## config.mk

```make
export PLATFORM = sky130hd
export DESIGN_NAME = pwr_state_ctrl
export DESIGN_NICKNAME = d
export VERILOG_FILES = /design/src/rtl/pwr_pkg.sv /design/src/rtl/pwr_tick_gen.sv /design/src/rtl/pwr_down_cnt.sv /design/src/rtl/pwr_susp_mod.sv /design/src/rtl/pwr_state_ctrl.sv
export SDC_FILE = /design/constraint.sdc
export NUM_CORES = 1
export LEC_CHECK = 0
export BUFFER_PORTS_ARGS = -buffer_cell sky130_fd_sc_hd__buf_2
export CELL_PAD_IN_SITES_DETAIL_PLACEMENT = 0
export CELL_PAD_IN_SITES_GLOBAL_PLACEMENT = 1
export CORE_ASPECT_RATIO = 0.9
export CORE_MARGIN = 1
export CORE_UTILIZATION = 47
export CTS_CLUSTER_DIAMETER = 150
export DETAILED_ROUTE_END_ITERATION = 8
export PLACE_DENSITY_LB_ADDON = 0.25
export REMOVE_ABC_BUFFERS = 1
export SYNTH_ARGS = -nofsm -noshare
export SYNTH_HDL_FRONTEND = slang
export SYNTH_HIERARCHICAL = 1
export SYNTH_SLANG_ARGS = --single-unit
```

## constraint.sdc

```tcl
create_clock -name clk -period 4.1 [get_ports clk]
set_input_delay 0.205 -clock clk [delete_from_list [all_inputs] [get_ports clk]]
set_output_delay 0.205 -clock clk [all_outputs]
set_load 0.01 [all_outputs]
```

## src/rtl/pwr_pkg.sv

```systemverilog
package pwr_pkg;

    localparam int DATA_W  = 16;
    localparam int ADDR_W  = 3;
    localparam int DUTY_W  = 4;
    localparam int N_TMR   = 3;
    localparam int T_STAGE = 0;
    localparam int T_HK    = 1;
    localparam int T_PER   = 2;

    typedef enum logic [1:0] {
        PS_FULL = 2'd0,
        PS_DOZE = 2'd1,
        PS_STBY = 2'd2,
        PS_SUSP = 2'd3
    } pwr_state_e;

    typedef struct packed {
        logic wake;
        logic periph;
        logic susp;
        logic stby;
        logic doze;
    } cause_t;

    localparam logic [ADDR_W-1:0] A_RL_DOZE = 3'd0;
    localparam logic [ADDR_W-1:0] A_RL_STBY = 3'd1;
    localparam logic [ADDR_W-1:0] A_RL_SUSP = 3'd2;
    localparam logic [ADDR_W-1:0] A_RL_HK   = 3'd3;
    localparam logic [ADDR_W-1:0] A_RL_PER  = 3'd4;
    localparam logic [ADDR_W-1:0] A_CTRL    = 3'd5;
    localparam logic [ADDR_W-1:0] A_DUTY    = 3'd6;
    localparam logic [ADDR_W-1:0] A_CMD     = 3'd7;

    function automatic pwr_state_e next_deeper(input pwr_state_e s);
        case (s)
            PS_FULL: return PS_DOZE;
            PS_DOZE: return PS_STBY;
            default: return PS_SUSP;
        endcase
    endfunction

    function automatic logic [DUTY_W-1:0] pick_duty(input logic [4*DUTY_W-1:0] word,
                                                    input pwr_state_e s);
        return word[DUTY_W*int'(s) +: DUTY_W];
    endfunction

endpackage

```

## src/rtl/pwr_tick_gen.sv

```systemverilog
module pwr_tick_gen #(
    parameter int CLK_DIV = 250000
) (
    input  logic clk,
    input  logic rst,
    output logic tick
);
    localparam int DIV_W = (CLK_DIV > 1) ? $clog2(CLK_DIV) : 1;
    localparam logic [DIV_W-1:0] LAST = DIV_W'(CLK_DIV - 1);

    logic [DIV_W-1:0] div_q;

    always_ff @(posedge clk) begin
        if (rst) begin
            div_q <= '0;
            tick  <= 1'b0;
        end else begin
            tick <= (div_q == LAST);
            if (div_q == LAST) div_q <= '0;
            else               div_q <= div_q + 1'b1;
        end
    end

    generate
        if (CLK_DIV > 1) begin : g_gap_chk
            AST_TICK_GAP: assert property (@(posedge clk) disable iff (rst)
                tick |=> !tick);
        end
    endgenerate

endmodule

```

## src/rtl/pwr_down_cnt.sv

```systemverilog
module pwr_down_cnt #(
    parameter int W = 16
) (
    input  logic         clk,
    input  logic         rst,
    input  logic [W-1:0] init_val,
    input  logic         tick,
    input  logic         load,
    input  logic [W-1:0] load_val,
    input  logic         hold,
    output logic         busy,
    output logic         expire
);
    logic [W-1:0] cnt;

    always_ff @(posedge clk) begin
        if (rst) begin
            cnt    <= init_val;
            expire <= 1'b0;
        end else begin
            expire <= 1'b0;
            if (load) begin
                cnt <= load_val;
            end else if (tick && !hold && cnt != '0) begin
                cnt <= cnt - 1'b1;
                if (cnt == W'(1)) expire <= 1'b1;
            end
        end
    end

    assign busy = (cnt != '0);

    AST_NO_WRAP: assert property (@(posedge clk) disable iff (rst)
        (!$past(load) && $past(cnt) == '0) |-> cnt == '0);
    AST_EXP_AT_ZERO: assert property (@(posedge clk) disable iff (rst)
        expire |-> cnt == '0);

endmodule

```

## src/rtl/pwr_susp_mod.sv

```systemverilog
module pwr_susp_mod
    import pwr_pkg::*;
(
    input  logic              clk,
    input  logic              rst,
    input  logic [DUTY_W-1:0] duty,
    output logic              susp_req
);
    logic [DUTY_W-1:0] phase_q;

    always_ff @(posedge clk) begin
        if (rst) begin
            phase_q  <= '0;
            susp_req <= 1'b0;
        end else begin
            phase_q  <= phase_q + 1'b1;
            susp_req <= (phase_q < duty);
        end
    end

    AST_DUTY_ZERO_IDLE: assert property (@(posedge clk) disable iff (rst)
        ($past(duty) == '0) |-> !susp_req);

endmodule

```

## src/rtl/pwr_state_ctrl.sv

```systemverilog
module pwr_state_ctrl
    import pwr_pkg::*;
#(
    parameter int                CLK_DIV   = 250000,
    parameter int                N_PLANES  = 4,
    parameter logic [DATA_W-1:0] DOZE_INIT = 16'd1000,
    parameter logic [DATA_W-1:0] STBY_INIT = 16'd5000,
    parameter logic [DATA_W-1:0] SUSP_INIT = 16'd30000,
    parameter logic [DATA_W-1:0] HK_INIT   = 16'd50,
    parameter logic [DATA_W-1:0] PER_INIT  = 16'd2000
) (
    input  logic                clk,
    input  logic                rst,
    input  logic                sys_act,
    input  logic                hk_act,
    input  logic                per_act,
    input  logic                reg_wr,
    input  logic [ADDR_W-1:0]   reg_addr,
    input  logic [DATA_W-1:0]   reg_wdata,
    input  logic                smi_ack,
    output logic                smi_req,
    output logic [4:0]          smi_cause,
    output logic                susp_req,
    output logic [N_PLANES-1:0] plane_en,
    output logic [1:0]          pwr_state
);
    localparam int MASK_LSB = 4;

    // configuration registers
    logic [DATA_W-1:0]   rl_doze, rl_stby, rl_susp, rl_hk, rl_per;
    logic                auto_en;
    logic [N_PLANES-1:0] off_mask;
    logic [DATA_W-1:0]   duty_word;

    always_ff @(posedge clk) begin
        if (rst) begin
            rl_doze   <= DOZE_INIT;
            rl_stby   <= STBY_INIT;
            rl_susp   <= SUSP_INIT;
            rl_hk     <= HK_INIT;
            rl_per    <= PER_INIT;
            auto_en   <= 1'b0;
            off_mask  <= '0;
            duty_word <= '0;
        end else if (reg_wr) begin
            case (reg_addr)
                A_RL_DOZE: rl_doze <= reg_wdata;
                A_RL_STBY: rl_stby <= reg_wdata;
                A_RL_SUSP: rl_susp <= reg_wdata;
                A_RL_HK:   rl_hk   <= reg_wdata;
                A_RL_PER:  rl_per  <= reg_wdata;
                A_CTRL: begin
                    auto_en  <= reg_wdata[0];
                    off_mask <= reg_wdata[MASK_LSB +: N_PLANES];
                end
                A_DUTY:    duty_word <= reg_wdata;
                default: ;
            endcase
        end
    end

    logic       cmd_wr;
    pwr_state_e cmd_tgt;
    assign cmd_wr  = reg_wr && (reg_addr == A_CMD);
    assign cmd_tgt = pwr_state_e'(reg_wdata[1:0]);

    // tick and the three counters
    logic tick;
    pwr_tick_gen #(.CLK_DIV(CLK_DIV)) i_tick (
        .clk  (clk),
        .rst  (rst),
        .tick (tick)
    );

    logic              t_load [N_TMR];
    logic [DATA_W-1:0] t_val  [N_TMR];
    logic [DATA_W-1:0] t_init [N_TMR];
    logic              t_hold [N_TMR];
    logic              t_busy [N_TMR];
    logic              t_exp  [N_TMR];

    genvar gi;
    generate
        for (gi = 0; gi < N_TMR; gi++) begin : g_tmr
            pwr_down_cnt #(.W(DATA_W)) i_cnt (
                .clk      (clk),
                .rst      (rst),
                .init_val (t_init[gi]),
                .tick     (tick),
                .load     (t_load[gi]),
                .load_val (t_val[gi]),
                .hold     (t_hold[gi]),
                .busy     (t_busy[gi]),
                .expire   (t_exp[gi])
            );
        end
    endgenerate

    // state machine
    pwr_state_e          state_q, state_nxt, pend_tgt_q, pend_tgt;
    logic                pend_q, pend_start;
    logic                chg;
    cause_t              cause_q, cause_set;
    logic [N_PLANES-1:0] plane_q;
    logic [DATA_W-1:0]   stage_rl;
    logic                stage_exp, hk_run, in_light;

    assign stage_exp = t_exp[T_STAGE];
    assign hk_run    = t_busy[T_HK];
    assign in_light  = (state_q == PS_DOZE) || (state_q == PS_STBY);

    always_comb begin
        state_nxt  = state_q;
        pend_start = 1'b0;
        pend_tgt   = PS_FULL;
        if (pend_q) begin
            state_nxt = pend_tgt_q;
        end else if (cmd_wr) begin
            if (state_q == PS_SUSP && cmd_tgt != PS_SUSP) begin
                pend_start = 1'b1;
                pend_tgt   = cmd_tgt;
            end else begin
                state_nxt = cmd_tgt;
            end
        end else if (auto_en) begin
            if (sys_act && state_q != PS_FULL) begin
                if (state_q == PS_SUSP) pend_start = 1'b1;
                else                    state_nxt  = PS_FULL;
            end else if (stage_exp) begin
                state_nxt = next_deeper(state_q);
            end
        end
    end

    assign chg = (state_nxt != state_q);

    always_comb begin
        case (state_nxt)
            PS_FULL: stage_rl = rl_doze;
            PS_DOZE: stage_rl = rl_stby;
            PS_STBY: stage_rl = rl_susp;
            default: stage_rl = '0;
        endcase
    end

    always_comb begin
        t_init[T_STAGE] = DOZE_INIT;
        t_load[T_STAGE] = sys_act || chg;
        t_val[T_STAGE]  = stage_rl;
        t_hold[T_STAGE] = hk_run;

        t_init[T_HK]    = '0;
        t_load[T_HK]    = (hk_act && in_light) || chg;
        t_val[T_HK]     = chg ? '0 : rl_hk;
        t_hold[T_HK]    = 1'b0;

        t_init[T_PER]   = PER_INIT;
        t_load[T_PER]   = per_act;
        t_val[T_PER]    = rl_per;
        t_hold[T_PER]   = 1'b0;
    end

    always_comb begin
        cause_set        = '0;
        cause_set.doze   = stage_exp && (state_q == PS_FULL);
        cause_set.stby   = stage_exp && (state_q == PS_DOZE);
        cause_set.susp   = stage_exp && (state_q == PS_STBY);
        cause_set.periph = t_exp[T_PER];
        cause_set.wake   = sys_act && (state_q != PS_FULL);
    end

    always_ff @(posedge clk) begin
        if (rst) begin
            state_q    <= PS_FULL;
            pend_q     <= 1'b0;
            pend_tgt_q <= PS_FULL;
            cause_q    <= '0;
            plane_q    <= '1;
        end else begin
            state_q <= state_nxt;
            cause_q <= (smi_ack ? cause_t'('0) : cause_q) | cause_set;
            if (pend_start) begin
                pend_q     <= 1'b1;
                pend_tgt_q <= pend_tgt;
                plane_q    <= '1;
            end else begin
                pend_q <= 1'b0;
                if (state_nxt == PS_SUSP && state_q != PS_SUSP) plane_q <= ~off_mask;
            end
        end
    end

    pwr_susp_mod i_mod (
        .clk      (clk),
        .rst      (rst),
        .duty     (pick_duty(duty_word, hk_run ? PS_FULL : state_q)),
        .susp_req (susp_req)
    );

    assign smi_cause = cause_q;
    assign smi_req   = |cause_q;
    assign plane_en  = plane_q;
    assign pwr_state = state_q;

    AST_PLANES_BEFORE_RESUME: assert property (@(posedge clk) disable iff (rst)
        ($past(state_q) == PS_SUSP && state_q != PS_SUSP) |-> &$past(plane_q));
    AST_PLANES_ON_AWAKE: assert property (@(posedge clk) disable iff (rst)
        (state_q != PS_SUSP) |-> &plane_q);
    AST_SMI_HELD: assert property (@(posedge clk) disable iff (rst)
        (smi_req && !smi_ack) |=> smi_req);
    AST_ONE_STEP: assert property (@(posedge clk) disable iff (rst)
        (state_q != $past(state_q) && state_q != PS_FULL && !$past(cmd_wr)
         && $past(state_q) != PS_SUSP) |-> state_q == next_deeper($past(state_q)));

endmodule

```

==> results of run 1 <==
==> worst min-delay path by stage <==
stage | startpoint | end | slack, ps | depth (start not counted)
2_1_floorplan | rst | i_mod/phase_q[0]$_SDFF_PP0_ | 270 | 1
4_1_cts | reg_wdata[15] | duty_word[15]$_SDFFE_PP0P_ | 90 | 3
3_3_place_gp | g_tmr[2].i_cnt/expire$_SDFF_PP0_ | smi_cause[3]$_SDFF_PP0_ | 420 | 2
3_5_place_dp | g_tmr[2].i_cnt/expire$_SDFF_PP0_ | smi_cause[3]$_SDFF_PP0_ | 450 | 2
6_report | reg_wdata[15] | rl_hk[15]$_SDFFE_PP0P_ | 110 | 3
5_1_grt | reg_wdata[11] | rl_hk[11]$_SDFFE_PP0P_ | 90 | 3
==> worst reg2reg max path, delay by kind of cell (launching register included) <==
kind | cells | cell delay [ps]
xor gates and xnor gates | 1 | 160
and+or+nand+nor | 3 | 1120
AOI/OAI and AO/OA | 3 | 790
buffers and inverters | 2 | 500
adders and majority gates | 1 | 310
DFF | 1 | 520
==> state kept, by name (all words and copies together) (netlist names) <==
register,cells
off_mask,4
pend_tgt_q,2
pend_q,1
i_mod/phase_q,4
rl_doze,16
i_tick/div_q,18
rl_hk,16
g_tmr.i_cnt/cnt,48
rl_susp,16
g_tmr.i_cnt/expire,2
duty_word,16
smi_cause,5
rl_per,16
pwr_state,2
rl_stby,16
i_mod/susp_req,1
auto_en,1
plane_en,4
i_tick/tick,1
==> power by group through the flow <==
| stage | Clock (mW) | Combinational, mW | Sequential (mW) |
|---|---|---|---|
| final | 1.70 | 0.618 | 2.15 |
| after global routing | 1.80 | 0.691 | 2.17 |
| after CTS | 1.73 | 0.620 | 2.15 |
| after detailed placement | 0 | 0.615 | 2.19 |
| after global placement | 0 | 0.614 | 2.19 |
| after floorplan | 0 | 0.399 | 2.18 |
==> through the flow <==
step	setup WS, ps	cells	instance area (sq um)	util
3_5_place_dp	464	1428	10100	0.506
3_3_place_gp	572	1428	10100	0.506
2_1_floorplan	121	1120	9470	-
4_1_cts	440	1460	10700	0.536
6_report	454	1460	10700	0.536
5_1_grt	120	1460	10700	0.536
==> layout by cell type (no fill, tap or decap), types with 18 or more instances in the layout <==
cell type / n
sky130_fd_sc_hd__a21oi_1: 117
sky130_fd_sc_hd__a22oi_1: 36
sky130_fd_sc_hd__and2_1: 18
sky130_fd_sc_hd__buf_2: 37
sky130_fd_sc_hd__clkbuf_16: 19
sky130_fd_sc_hd__conb_1: 50
sky130_fd_sc_hd__dfxtp_1: 141
sky130_fd_sc_hd__edfxtp_1: 48
sky130_fd_sc_hd__inv_1: 34
sky130_fd_sc_hd__nand2_1: 254
sky130_fd_sc_hd__nand3b_1: 30
sky130_fd_sc_hd__nor2_1: 80
sky130_fd_sc_hd__nor4_1: 20
sky130_fd_sc_hd__o21ai_0: 28
sky130_fd_sc_hd__xnor2_1: 44
==> cell type report <==
class / count / area [sq um] / area share
inverter: 34 / 128 / 0.0119
clock inverter: 9 / 96.3 / 0.00899
sequential: 189 / 4260 / 0.398
multi-input combinational: 897 / 5090 / 0.475
tap: 255 / 319 / 0.0298
clock buffer: 23 / 510 / 0.0476
timing repair buffer: 53 / 309 / 0.0288
==> per-layer routing <==
layer / track usage / vias to the layer above / wire length (um)
met5: 0 / - / 0
met2: 0.371 / 206 / 10700
met3: 0.0428 / 18 / 1360
met4: 0.0718 / 0 / 337
li1: - / 4035 / -
met1: 0.350 / 3674 / 12200
==> out/metrics.yaml, run 1 <==
run_status: "finished, violations left"
violations: "DRC"
grt_pass1_wl_um: 39400
wl_um: 24600
power_frac_seq: 0.482
setup.worst_path.end: "g_tmr[0].i_cnt/cnt[8]$_DFFE_PP_"
clkSlewWorstSetupHoldPaths_ps: 70
netlist_area_sq_um: 9570
drt_pre_antenna_iters: 7
nets: 1235
dr.first_iter.drc_count: 533
slowest_stage_cell_cp: "sky130_fd_sc_hd__dfxtp_1"
skew_ps: 12.4
initial_core_util: 0.479
core_area_sq_um: 20000
post-route-min-period_ps: 3650
worstSetupStartpoint: "pwr_state[0]$_SDFF_PP0_"
cap_viol_max_count: 0
grt_overflow: 0
switching_share: 0.273
r2r.worst_path.cells: 10
max-vdd-ir-drop_mv: 0.272
io_buffer_count: 38
syn2layout_area_growth_pct: 11.9
hold_viol_final: 0
power_report.internal_total_mw: 3.25
floorplan.die.width_um: 152
dieArea_sq_um: 20900
via_per_inst: 5.43
gp_routability_congestion: 0.865
worstReg2RegEnd: "g_tmr[0].i_cnt/cnt[8]$_DFFE_PP_"
worst_ep_required_time_ps: 4280
grt_usage: 0.243
cp.depth: 10
numCtsBuffers: 17
cts_sinks: 189
max_incr_delay_on_cp_ps: 520
worst-setup-path-type: "reg -> reg"
source_of_the_worst_register_to_register_timing_path: "pwr_state[0]$_SDFF_PP0_"
syn_area_per_cell_sq_um: 8.43
r2r_slack_ps: 450
slew_headroom: 0.227
tritoncts_clock_tree: "yes"
cts_resized: 0
clk_latency_ps: 430
route.detailed.drc: 2
max_clock_freq_mhz: 274
clock-root-buffer: "sky130_fd_sc_hd__clkbuf_16"
final_setup_vio_count: 0
comb_power_share: 0.138
grt_antenna_before_repair: 0
diodes: 0
grt_setup_unrepaired: "no"
hpwl_um: 16900
powerDensity_nw_per_um2: 417
path_delay_family: "simple AND/OR/NAND/NOR gates"
fillers: 1888
total_power_mw: 4.47
holdCritPathClass: "in -> reg"
critical_path.cell_chain: "inv_1 -> ha_1 -> or3b_1 -> a21o_1 -> a221oi_4 -> xnor2_1 -> or3_1 -> nor2_1 -> o21ai_1 -> buf_4"
max_transition_viols_final: 0
whs_ps: 109
tightestPinTransition_ps: 1150
avgRoutedWirePerCell_um: 16.8
path_buf_inv: 2
rows: 49
final_antenna_net_count: 0
timing.setup.tns_ps: 0
path_max_fanout: 10
drive_above_1_share: 0.0954
maximum_number_of_pins_on_one_net_before_global_route_repair: 91
yosysWarningCount: 6
post_cts.repair.setup_buffers: 0
p_sw_mw: 1.22
die-height_um: 137
num_vias: 7933
leakagePower_nw: 4.00
worst-endpoint-arrival_ps: 3830
final_min_period_over_clock_period: 0.889
first_global_vias: 7201
type_of_element_capturing_the_critical_path: "flop"
cts_hold_buf: 0
critical_path_startpoint_category: "flop"
clock_power_share: 0.380
post_synth_inst_count: 1135
clk_path_buf_depth: 2
design.portCount: 39
cts_htree_levels: 4
Power figures use the tool's default switching activity.
==> run 2, diff against run 1 <==
--- a/config.mk
+++ b/config.mk
@@ -14,6 +14,7 @@
 export CTS_CLUSTER_DIAMETER = 150
 export DETAILED_ROUTE_END_ITERATION = 8
 export PLACE_DENSITY_LB_ADDON = 0.25
+export RECOVER_POWER = 50
 export REMOVE_ABC_BUFFERS = 1
 export SYNTH_ARGS = -nofsm -noshare
 export SYNTH_HDL_FRONTEND = slang
==> out/metrics.yaml, run 2 (synthesis results as in run 1) <==
path_delay_family: "simple AND/OR/NAND/NOR gates"
tritoncts_clock_tree: "yes"
run_status: "finished, violations left"
dr.first_iter.drc_count: 534
layout.cells.most_common_list: "sky130_fd_sc_hd__nand2_1 (254), sky130_fd_sc_hd__dfxtp_1 (141), sky130_fd_sc_hd__a21oi_1 (117)"
design.portCount: 39
max_clock_freq_mhz: 273
register_containing_the_most_flip_flops_in_the_final_layout: "g_tmr.i_cnt/cnt"
cts_hold_buf: 0
io_buffer_count: 38
max_transition_viols_final: 62
area.sequential_sq_um: 4260
initial_core_util: 0.479
slowest_stage_cell_cp: "sky130_fd_sc_hd__dfxtp_1"
diodes: 0
routed-wl-met2_um: 10500
final_min_period_over_clock_period: 0.893
worst-setup-path-type: "reg -> reg"
grt_usage: 0.243
worst-endpoint-arrival_ps: 3840
numCtsBuffers: 17
final_setup_vio_count: 0
grt_overflow: 0
drive_above_1_share: 0.0822
cts_htree_levels: 4
rows: 49
max-vdd-ir-drop_mv: 0.271
clk_path_buf_depth: 2
max_incr_delay_on_cp_ps: 520
grt_antenna_before_repair: 0
drt-met1-wl_um: 12300
max_reg_flops: 48
grt_pass1_wl_um: 39400
cts_sinks: 189
timing.setup.tns_ps: 0
dp_cells: 1428
via_per_inst: 5.43
route.top_layer_used: "met4"
detailroute.wirelength.met3_um: 1290
cts_resized: 0
powerDensity_nw_per_um2: 418
critical_path_startpoint_category: "flop"
violations: "DRC, capacitance limit, slew limit"
wl_um: 24500
final_antenna_net_count: 0
route.detailed.drc: 2
cap_viol_max_count: 2
mostFrequentLayoutCell: "sky130_fd_sc_hd__nand2_1"
tightestPinTransition_ps: 2050
path_max_fanout: 10
slew_headroom: -0.376
num_vias: 7935
hpwl_um: 16900
dieArea_sq_um: 20900
maximum_number_of_pins_on_one_net_before_global_route_repair: 91
core_area_sq_um: 20000
drt_pre_antenna_iters: 7
die-height_um: 137
syn2layout_area_growth_pct: 11.6
type_of_element_capturing_the_critical_path: "flop"
avgRoutedWirePerCell_um: 16.8
leakagePower_nw: 3.95
fillers: 1896
clkSlewWorstSetupHoldPaths_ps: 70
hold_viol_final: 0
skew_ps: 12.3
worst_ep_required_time_ps: 4280
critical_path.cell_chain: "inv_1 -> ha_1 -> or3b_1 -> a21o_1 -> a221oi_4 -> xnor2_1 -> or3_1 -> nor2_1 -> o21ai_1 -> buf_4"
first_global_vias: 7201
clock-root-buffer: "sky130_fd_sc_hd__clkbuf_16"
finish.utilization: 0.535
post_cts.repair.setup_buffers: 0
grt_setup_unrepaired: "no"
nets: 1235
multi_input_comb_area_sq_um: 5080
holdCritPathClass: "in -> reg"
post-route-min-period_ps: 3660
clk_latency_ps: 430
path_buf_inv: 2
floorplan.die.width_um: 152
reg.largest.list: "g_tmr.i_cnt/cnt: 48 flops, i_tick/div_q: 18 flops"
gp_routability_congestion: 0.865
layout.cells.non_filler: 1460
==> run 2: through the flow <==
stage / cell area (sq um) / total power, mW / hold slack [ps] / setup slack, ps
6_report: 10700 / 4.47 / 108 / 439
5_1_grt: 10700 / 4.67 / 93.0 / 120
4_1_cts: 10700 / 4.51 / 86.2 / 440
3_5_place_dp: 10100 / 2.81 / 446 / 464
3_3_place_gp: 10100 / 2.81 / 422 / 572
2_1_floorplan: 9470 / 2.58 / 272 / 121
==> run 2: path summary, 6_finish.rpt <==
check	startpoint	end	slack, ps	cells past startpoint
worst min register to register	rl_doze[2]$_SDFFE_PP0P_	rl_doze[2]$_SDFFE_PP0P_	460	2
worst max-delay path	pwr_state[0]$_SDFF_PP0_	g_tmr[0].i_cnt/cnt[8]$_DFFE_PP_	440	10
worst max register to register	pwr_state[0]$_SDFF_PP0_	g_tmr[0].i_cnt/cnt[8]$_DFFE_PP_	440	10
worst min-delay path	reg_wdata[15]	rl_susp[15]$_SDFFE_PP0P_	110	3
==> run 2: layout make-up <==
| type | count | share of cell area |
|---|---|---|
| clock buffer | 23 | 0.0478 |
| clock inverter | 9 | 0.00901 |
| inverter | 34 | 0.0119 |
| multi-input combinational | 897 | 0.476 |
| sequential | 189 | 0.399 |
| tap | 255 | 0.0299 |
| timing repair buffer | 53 | 0.0267 |
==> run 2: worst min-delay path, cell delays in order <==
cell,delay [ps]
sky130_fd_sc_hd__buf_2,160
sky130_fd_sc_hd__nand2_1,70
sky130_fd_sc_hd__a21oi_1,50
==> run 2: routing by layer <==
metal / vias up / global-route usage
met5: - / 0
met4: 0 / 0.0718
met3: 18 / 0.0428
met2: 194 / 0.371
met1: 3688 / 0.350
li1: 4035 / -
==> run 2: power by group <==
| group | total, mW | switching [mW] | leakage (nW) | internal, mW |
|---|---|---|---|---|
| sequential | 2.15 | 0.102 | 1.65 | 2.05 |
| clock | 1.70 | 0.744 | 0.301 | 0.955 |
| combinational | 0.617 | 0.375 | 2.00 | 0.242 |
| total | 4.47 | 1.22 | 3.95 | 3.25 |
